===== src/rtl/csw_pkg.sv =====
package csw_pkg;

  typedef enum logic [2:0] {
    ST_IDLE,
    ST_LEAD,
    ST_SHIFT,
    ST_TRAIL,
    ST_GAP
  } csw_state_e;

  // serial bits in one frame
  function automatic int unsigned frame_bits(input int unsigned ndev);
    return 8 * ndev;
  endfunction

  // cycles from the edge that accepts start to the edge that raises done
  function automatic int unsigned frame_latency(input int unsigned ndev,
                                                input int unsigned div,
                                                input int unsigned gap);
    return div * (2 * frame_bits(ndev) + 2) + gap;
  endfunction

endpackage


===== src/rtl/csw_tick.sv =====
module csw_tick #(
  parameter int unsigned DIV = 2
) (
  input  logic clk,
  input  logic rst_n,
  input  logic en,
  output logic tick
);
  localparam int unsigned CW = (DIV > 1) ? $clog2(DIV) : 1;
  localparam logic [CW-1:0] LAST = CW'(DIV - 1);

  logic [CW-1:0] cnt;

  assign tick = en && (cnt == LAST);

  always_ff @(posedge clk or negedge rst_n) begin
    if (!rst_n)             cnt <= '0;
    else if (!en || tick)   cnt <= '0;
    else                    cnt <= cnt + 1'b1;
  end
endmodule


===== src/rtl/csw_shift.sv =====
module csw_shift #(
  parameter int unsigned W = 24
) (
  input  logic         clk,
  input  logic         rst_n,
  input  logic         load,
  input  logic [W-1:0] load_val,
  input  logic         tx_adv,
  input  logic         rx_cap,
  input  logic         rx_bit,
  output logic         mosi,
  output logic [W-1:0] rx_word
);
  logic [W-1:0] tx_q;
  logic [W-1:0] rx_q;

  assign mosi    = tx_q[W-1];
  assign rx_word = rx_q;

  always_ff @(posedge clk or negedge rst_n) begin
    if (!rst_n) begin
      tx_q <= '0;
      rx_q <= '0;
    end else if (load) begin
      tx_q <= load_val;
      rx_q <= '0;
    end else begin
      if (tx_adv) tx_q <= {tx_q[W-2:0], 1'b0};
      if (rx_cap) rx_q <= {rx_q[W-2:0], rx_bit};
    end
  end
endmodule


===== src/rtl/chain_switch_writer.sv =====
module chain_switch_writer
  import csw_pkg::*;
#(
  parameter int unsigned NDEV = 3,
  parameter int unsigned DIV  = 2,
  parameter int unsigned GAP  = 4
) (
  input  logic                      clk,
  input  logic                      rst_n,
  input  logic                      start,
  input  logic [8*NDEV-1:0]         wr_data,
  input  logic                      sdi,
  output logic                      busy,
  output logic                      done,
  output logic [8*NDEV-1:0]         rd_data,
  output logic                      sel_n,
  output logic                      sclk,
  output logic                      mosi
);
  localparam int unsigned TOTAL = frame_bits(NDEV);
  localparam int unsigned BW    = $clog2(TOTAL + 1);
  localparam int unsigned GW    = (GAP > 1) ? $clog2(GAP) : 1;
  localparam logic [BW-1:0] LAST_BIT = BW'(TOTAL - 1);
  localparam logic [GW-1:0] LAST_GAP = GW'(GAP - 1);

  csw_state_e        state;
  logic [BW-1:0]     bit_cnt;
  logic [GW-1:0]     gap_cnt;
  logic              sel_q, sclk_q, done_q;
  logic [TOTAL-1:0]  rd_q;
  logic [TOTAL-1:0]  rx_word;

  // named internal events
  logic tick, frame_go, fall_ev, rise_ev, last_rise, gap_end;

  assign frame_go  = start && (state == ST_IDLE);
  assign fall_ev   = (state == ST_SHIFT) && tick && sclk_q;
  assign rise_ev   = (state == ST_SHIFT) && tick && !sclk_q;
  assign last_rise = rise_ev && (bit_cnt == LAST_BIT);
  assign gap_end   = (state == ST_GAP) && (gap_cnt == LAST_GAP);

  assign busy    = (state != ST_IDLE);
  assign done    = done_q;
  assign rd_data = rd_q;
  assign sel_n   = sel_q;
  assign sclk    = sclk_q;

  csw_tick #(.DIV(DIV)) u_tick (
    .clk   (clk),
    .rst_n (rst_n),
    .en    (busy),
    .tick  (tick)
  );

  csw_shift #(.W(TOTAL)) u_shift (
    .clk      (clk),
    .rst_n    (rst_n),
    .load     (frame_go),
    .load_val (wr_data),
    .tx_adv   (rise_ev && !last_rise),
    .rx_cap   (fall_ev),
    .rx_bit   (sdi),
    .mosi     (mosi),
    .rx_word  (rx_word)
  );

  always_ff @(posedge clk or negedge rst_n) begin
    if (!rst_n) begin
      state   <= ST_IDLE;
      sel_q   <= 1'b1;
      sclk_q  <= 1'b1;
      bit_cnt <= '0;
      gap_cnt <= '0;
      done_q  <= 1'b0;
      rd_q    <= '0;
    end else begin
      done_q <= 1'b0;
      unique case (state)
        ST_IDLE: if (frame_go) begin
          state   <= ST_LEAD;
          sel_q   <= 1'b0;
          bit_cnt <= '0;
        end
        ST_LEAD: if (tick) state <= ST_SHIFT;
        ST_SHIFT: begin
          if (fall_ev) begin
            sclk_q <= 1'b0;
          end else if (rise_ev) begin
            sclk_q  <= 1'b1;
            bit_cnt <= bit_cnt + 1'b1;
            if (last_rise) state <= ST_TRAIL;
          end
        end
        ST_TRAIL: if (tick) begin
          sel_q   <= 1'b1;
          gap_cnt <= '0;
          state   <= ST_GAP;
        end
        ST_GAP: begin
          if (gap_end) begin
            state  <= ST_IDLE;
            done_q <= 1'b1;
            rd_q   <= rx_word;
          end else begin
            gap_cnt <= gap_cnt + 1'b1;
          end
        end
        default: state <= ST_IDLE;
      endcase
    end
  end
endmodule


===== config.mk =====
export PLATFORM = sky130hd
export DESIGN_NAME = chain_switch_writer
export DESIGN_NICKNAME = d
export VERILOG_FILES = /design/src/rtl/csw_pkg.sv /design/src/rtl/csw_tick.sv /design/src/rtl/csw_shift.sv /design/src/rtl/chain_switch_writer.sv
export SDC_FILE = /design/constraint.sdc
export NUM_CORES = 1
export LEC_CHECK = 0
export ABC_AREA = 1
export BUFFER_PORTS_ARGS = -buffer_cell sky130_fd_sc_hd__clkbuf_2
export CAP_MARGIN = 10
export CORE_ASPECT_RATIO = 2
export CORE_UTILIZATION = 50
export CTS_CLUSTER_DIAMETER = 30
export DETAILED_ROUTE_END_ITERATION = 10
export PLACE_DENSITY = 0.73
export SLEW_MARGIN = 5
export SYNTH_ARGS = -nofsm -noshare
export SYNTH_HDL_FRONTEND = slang
export SYNTH_SLANG_ARGS = --single-unit

===== constraint.sdc =====
create_clock -name clk -period 4.5 [get_ports clk]
set_input_delay 0.225 -clock clk [delete_from_list [all_inputs] [get_ports clk]]
set_output_delay 0.225 -clock clk [all_outputs]
set_load 0.02 [all_outputs]

# Word-level counts from Yosys, hierarchy flattened
# Cells that the tools add are included.
# W data, S select, Z words.
# word_totals
word_cells,80
register_bits,86
out_inout_bits,29
# classes
addsub,3
eq_ne,14
n_reduce_logical,26
muxes,27
# ops
op,count
$mux W24,4
$mux W3,7
$ne A2 B2 Y1 const B,8
$mux W5,3
$pmux W3 S5,1
$reduce_bool A2 Y1,6
$pmux W5 S2,1
$logic_and A1 B1 Y1,8
$mux W1,7
$reduce_and A7 Y1,1
$eq A3 B2 Y1 const B,2
$reduce_and A3 Y1,2
$add A5 B1 Y5 const B,1
$eq A5 B5 Y1 const B,1
$mux W2,2
$pmux W2 S2,1
$reduce_and A2 Y1,2
$reduce_and A4 Y1,1
$eq A3 B1 Y1 const B,1
$eq A3 B3 Y1 const B,1
$logic_not A1 Y1,3
$logic_not A3 Y1,1
$reduce_bool A3 Y1,1
$add A2 B1 Y2 const B,1
other kinds (4),4

# Longest topological paths before layout
# logic_depth
word_depth,9
mapped_depth,10

# By module
# Synthesis repeated with hierarchy kept, for this count alone.
# hier_totals
cells_unflattened,381
hier_area_um2,3866.2
# by_module_without_submodules
mod,area_each_um2,n_inst,cells_per_inst,seq_area_each_um2
csw_shift,2059.5,1,234,1201.2
chain_switch_writer,1764.2,1,142,928.4
csw_tick,42.5,1,5,25.0

# Worst setup path before layout
# Ideal clock, no wire load.
# synth_path
kind,reg-to-reg
start,register state[1]
end,"register rd_q[13], in the netlist rd_data[13]"
stages_incl_launch_ff,6
t_required_ps,4375
setup_slack_ps,3018
path_buffers,1
synth_period_minus_slack_ps,1482
setup_ps,125
arrival_time_ps,1357
path_cell_list,dfrtp_1 -> nor2_2 -> nand2_1 -> nor2_4 -> buf_6 -> mux2_2
# synth_via
elab_chain_cells,3
# synth_lines
element,line_no,text
from (decl),chain_switch_writer.sv:26,csw_state_e state;
from (signal assigned),chain_switch_writer.sv:69,state <= ST_IDLE;
from (signal assigned),chain_switch_writer.sv:80,state <= ST_LEAD;
from (signal assigned),chain_switch_writer.sv:84,ST_LEAD: if (tick) state <= ST_SHIFT;
$eq A3 B3 Y1 (*),"chain_switch_writer.sv:40, chain_switch_writer.sv:78",
$logic_and A1 B1 Y1,chain_switch_writer.sv:40,assign gap_end = (state == ST_GAP) && (gap_cnt == LAST_GAP);
$reduce_and A2 Y1 (no source line) (*),n/a,
to (signal assigned),chain_switch_writer.sv:103,rd_q <= rx_word;
to (decl),chain_switch_writer.sv:30,logic [TOTAL-1:0] rd_q;
# Mark *: on every way between the ends. The rest lies on a longest branch, timed or not.
# A chain may end at the register's enable or synchronous reset.

# Final worst setup path
# layout_path
start,register state[0]
end,"register u_shift.rx_q[18], in the netlist u_shift.rx_word[18]"
# layout_via
elab_chain_cells,5
# layout_lines
element,line_no,text
$reduce_bool A3 Y1,chain_switch_writer.sv:42,assign busy = (state != ST_IDLE);
$logic_and A1 B1 Y1,csw_tick.sv:14,assign tick = en && (cnt == LAST);
$logic_and A1 B1 Y1 (2 in a row),chain_switch_writer.sv:37,assign fall_ev = (state == ST_SHIFT) && tick && sclk_q;
$reduce_bool A2 Y1 (no source line),n/a,
to (signal assigned),csw_shift.sv:29,"if (rx_cap) rx_q <= {rx_q[W-2:0], rx_bit};"
to (decl),csw_shift.sv:15,logic [W-1:0] rx_q;
# Several ways; a longest one is shown, not always the timed one.

==> flow_summary.ini <==
[global_route]
antenna_found_initial = 0
grt_max_degree = 87
grt_usage_pct = 19.97
grt_overflow = 0
first_global_vias = 2796
grt_pass1_wl_um = 12590

[layout]
nNetsFinal = 496
fin_util_pct = 57.96
final_cell_mix = nand2_1 (148), dfrtp_1 (84), nand3_1 (57), clkbuf_2 (55), inv_1 (20)
n_antenna_cell = 0
final_common_cell = nand2_1
syn_to_final_growth_pct = 11.60
drive_gt1_share_pct = 19.83

[timing]
setup_viol = 0
fin_crit_ps = 2142
worst_slack_ps = 2358
max_freq_mhz = 466.9
worstMarginPinSlew_ps = 1057
fin_worst_skew_ps = 3.918
min_period_over_period_pct = 47.60
hold_viol = 0
relSlewSlack_pct = 29.53
fin_tns_setup_ps = 0
slew_viol_final = 0
rsz0062_at_grt = no

[setup_path]
crit_start = state[0]
critPathArrivalTime_ps = 2390
end_kind = register
r2r-end = u_shift.rx_word[18]
reg2reg_from = state[0]
rr_worst_depth = 5
critPathRequiredTime_ps = 4750
reg2reg_slack_ps = 2360
start_kind = register
crit_fanout = 27
crit_type = register to register

[pwr]
leakagePower_nw = 2.325
p_sw_w = 0.0008782
share_seq_of_total_power_pct = 42.2
ir_drop_mv = 0.2877
p_clk_share_pct = 27.2
comb_power_share_pct = 30.6
p_int_w = 0.001521
swShare_pct = 36.61
total_power_w = 0.002399
power.density_nw_per_um2 = 544.6

[floorplanning]
start_util_pct = 51.93
die_w_um = 64.83
die_area_um2 = 8276
io_pins = 57
die_h_um = 127.7
rows = 45
core_area_um2 = 7601

[route]
vias = 2983
drtIter0Drc = 239
first_pass_iters = 4
routedWlPerCell_um = 13.13
drc = 0
routed_wl_um = 7392
viasPerCell = 5.298
ant_nets = 0

[placed_design]
dp_worst_setup_slack_ps = 2412
gp_congestion = 0.8727
io_buffers = 56
dp_hpwl_um = 4820

[clock_tree]
clock_latency_ps = 330
cts_sinks = 86
path_clk_slew_ps = 60
root_buffer = clkbuf_16
post_cts_buffers = 0
cts_tree = done
numCtsBuffers = 9
ctsResizeCount = 0
holdBufCountCts = 0
htree_levels = 3
cts_buffer_depth = 2

[synthesis]
synth_nets = 451
synth_adder_area_share_pct = 0.6339
synth_edf_count = 0
synth_top_flop_cell = dfrtp_1
synth_compound_area_share_pct = 7.290
ys_seq_area_share_pct = 54.58
synth_seq_cells = 86
ys_warn_count = 0
netlist_instances = 421
synthMuxAreaShare_pct = 3.962
syn_area_um2 = 3948
synth_top_family_by_area = simple AND/OR/NAND/NOR gates
avgSynthCellArea_um2 = 9.377
synth_xor_area_share_pct = 0.2219
synthArstFlopShare_pct = 100.0
yosys.area_share.simple_pct = 25.93
ys_types = 30

[min_path]
hp-class = input port to asynchronous set/reset pin

[flow_run]
maxCapViolations = 0

[run_status]
status = finished clean
registers in the layout, indices dropped and copies added, names as in the netlist, 2 cells and up:
name and cells:
u_shift.rx_word 24, bit_cnt 5, rd_data 24, u_shift.tx_q 24, gap_cnt 2, state 3
routing by layer:
metal  track usage [%]  wire (um)  vias to the layer above
li1                  -          -                     1462
met1             22.45       3148                     1448
met2             34.13       3797                       60
met3             4.537        262                       13
met4             10.98        183                        0
met5                 0          0                        -
cells in the mapped netlist (3+ instances only):
master	instances	area (um^2)
nand2_4	3	33.78
o21ai_0	7	35.03
inv_2	3	11.26
o21ai_1	14	70.07
nor2_4	3	33.78
buf_6	12	135.1
inv_1	20	75.07
nand2_1	148	555.5
buf_2	6	30.03
mux2_1	5	56.30
dfrtp_1	84	2102
nand3_1	57	285.3
nor2_1	8	30.03
mux2_2	8	90.09
o21a_1	12	90.09
o31ai_1	11	82.58
through the flow:
stage | area (um^2) | hold WS [ps] | std cells
final | 4405 | 57.19 | 563
after global routing | 4405 | 108.0 | 563
after CTS | 4405 | 104.9 | 563
after detailed placement | 4149 | 455.7 | 549
after global placement | 4149 | 447.7 | 549
after floorplan | 3948 | -70.59 | 421
final cells by class:
type                            instances  area (um^2)
Timing Repair Buffer                   56        282.8
Clock inverter                          2        10.01
Inverter                               24        92.59
Fill cell                             693         3196
Clock buffer                           12        246.5
Sequential cell                        86         2155
Tap cell                               94        117.6
Multi-Input combinational cell        289         1501
power by group through the flow:
stage | Combinational, W | Sequential [W] | Clock (W)
finish | 0.000735 | 0.00101 | 0.000652
floorplan | 0.000642 | 0.00103 | 0
global placement | 0.000733 | 0.00102 | 0
CTS | 0.000750 | 0.00101 | 0.000670
global route | 0.000839 | 0.00103 | 0.000698
detailed placement | 0.000743 | 0.00103 | 0
kinds of logic (layout without fill, tap and decap cells):
family / count (synthesis) / after routing
buf+inv: 46 / 94
compound gates: 46 / 46
simple gates: 226 / 226
fa+ha+maj: 2 / 2
xor+xnor: 1 / 1
flops: 86 / 86
mux: 14 / 14
critical path, cell delays in order (launching register included):
cell	delay [ps]
dfrtp_1	440
nor2_4	230
nand4_2	580
inv_1	560
nand3_1	120
o21ai_1	120
worst max-delay path by stage:
stage	endpoint	slack [ps]	cells after the start
floorplan	rd_data[13]	3020	5
global placement	u_shift.rx_word[6]	2520	5
detailed placement	u_shift.rx_word[18]	2410	5
CTS	u_shift.rx_word[18]	2390	5
global route	u_shift.rx_word[22]	2170	5
finish	u_shift.rx_word[18]	2360	5
Power figures use the tool's default switching activity.
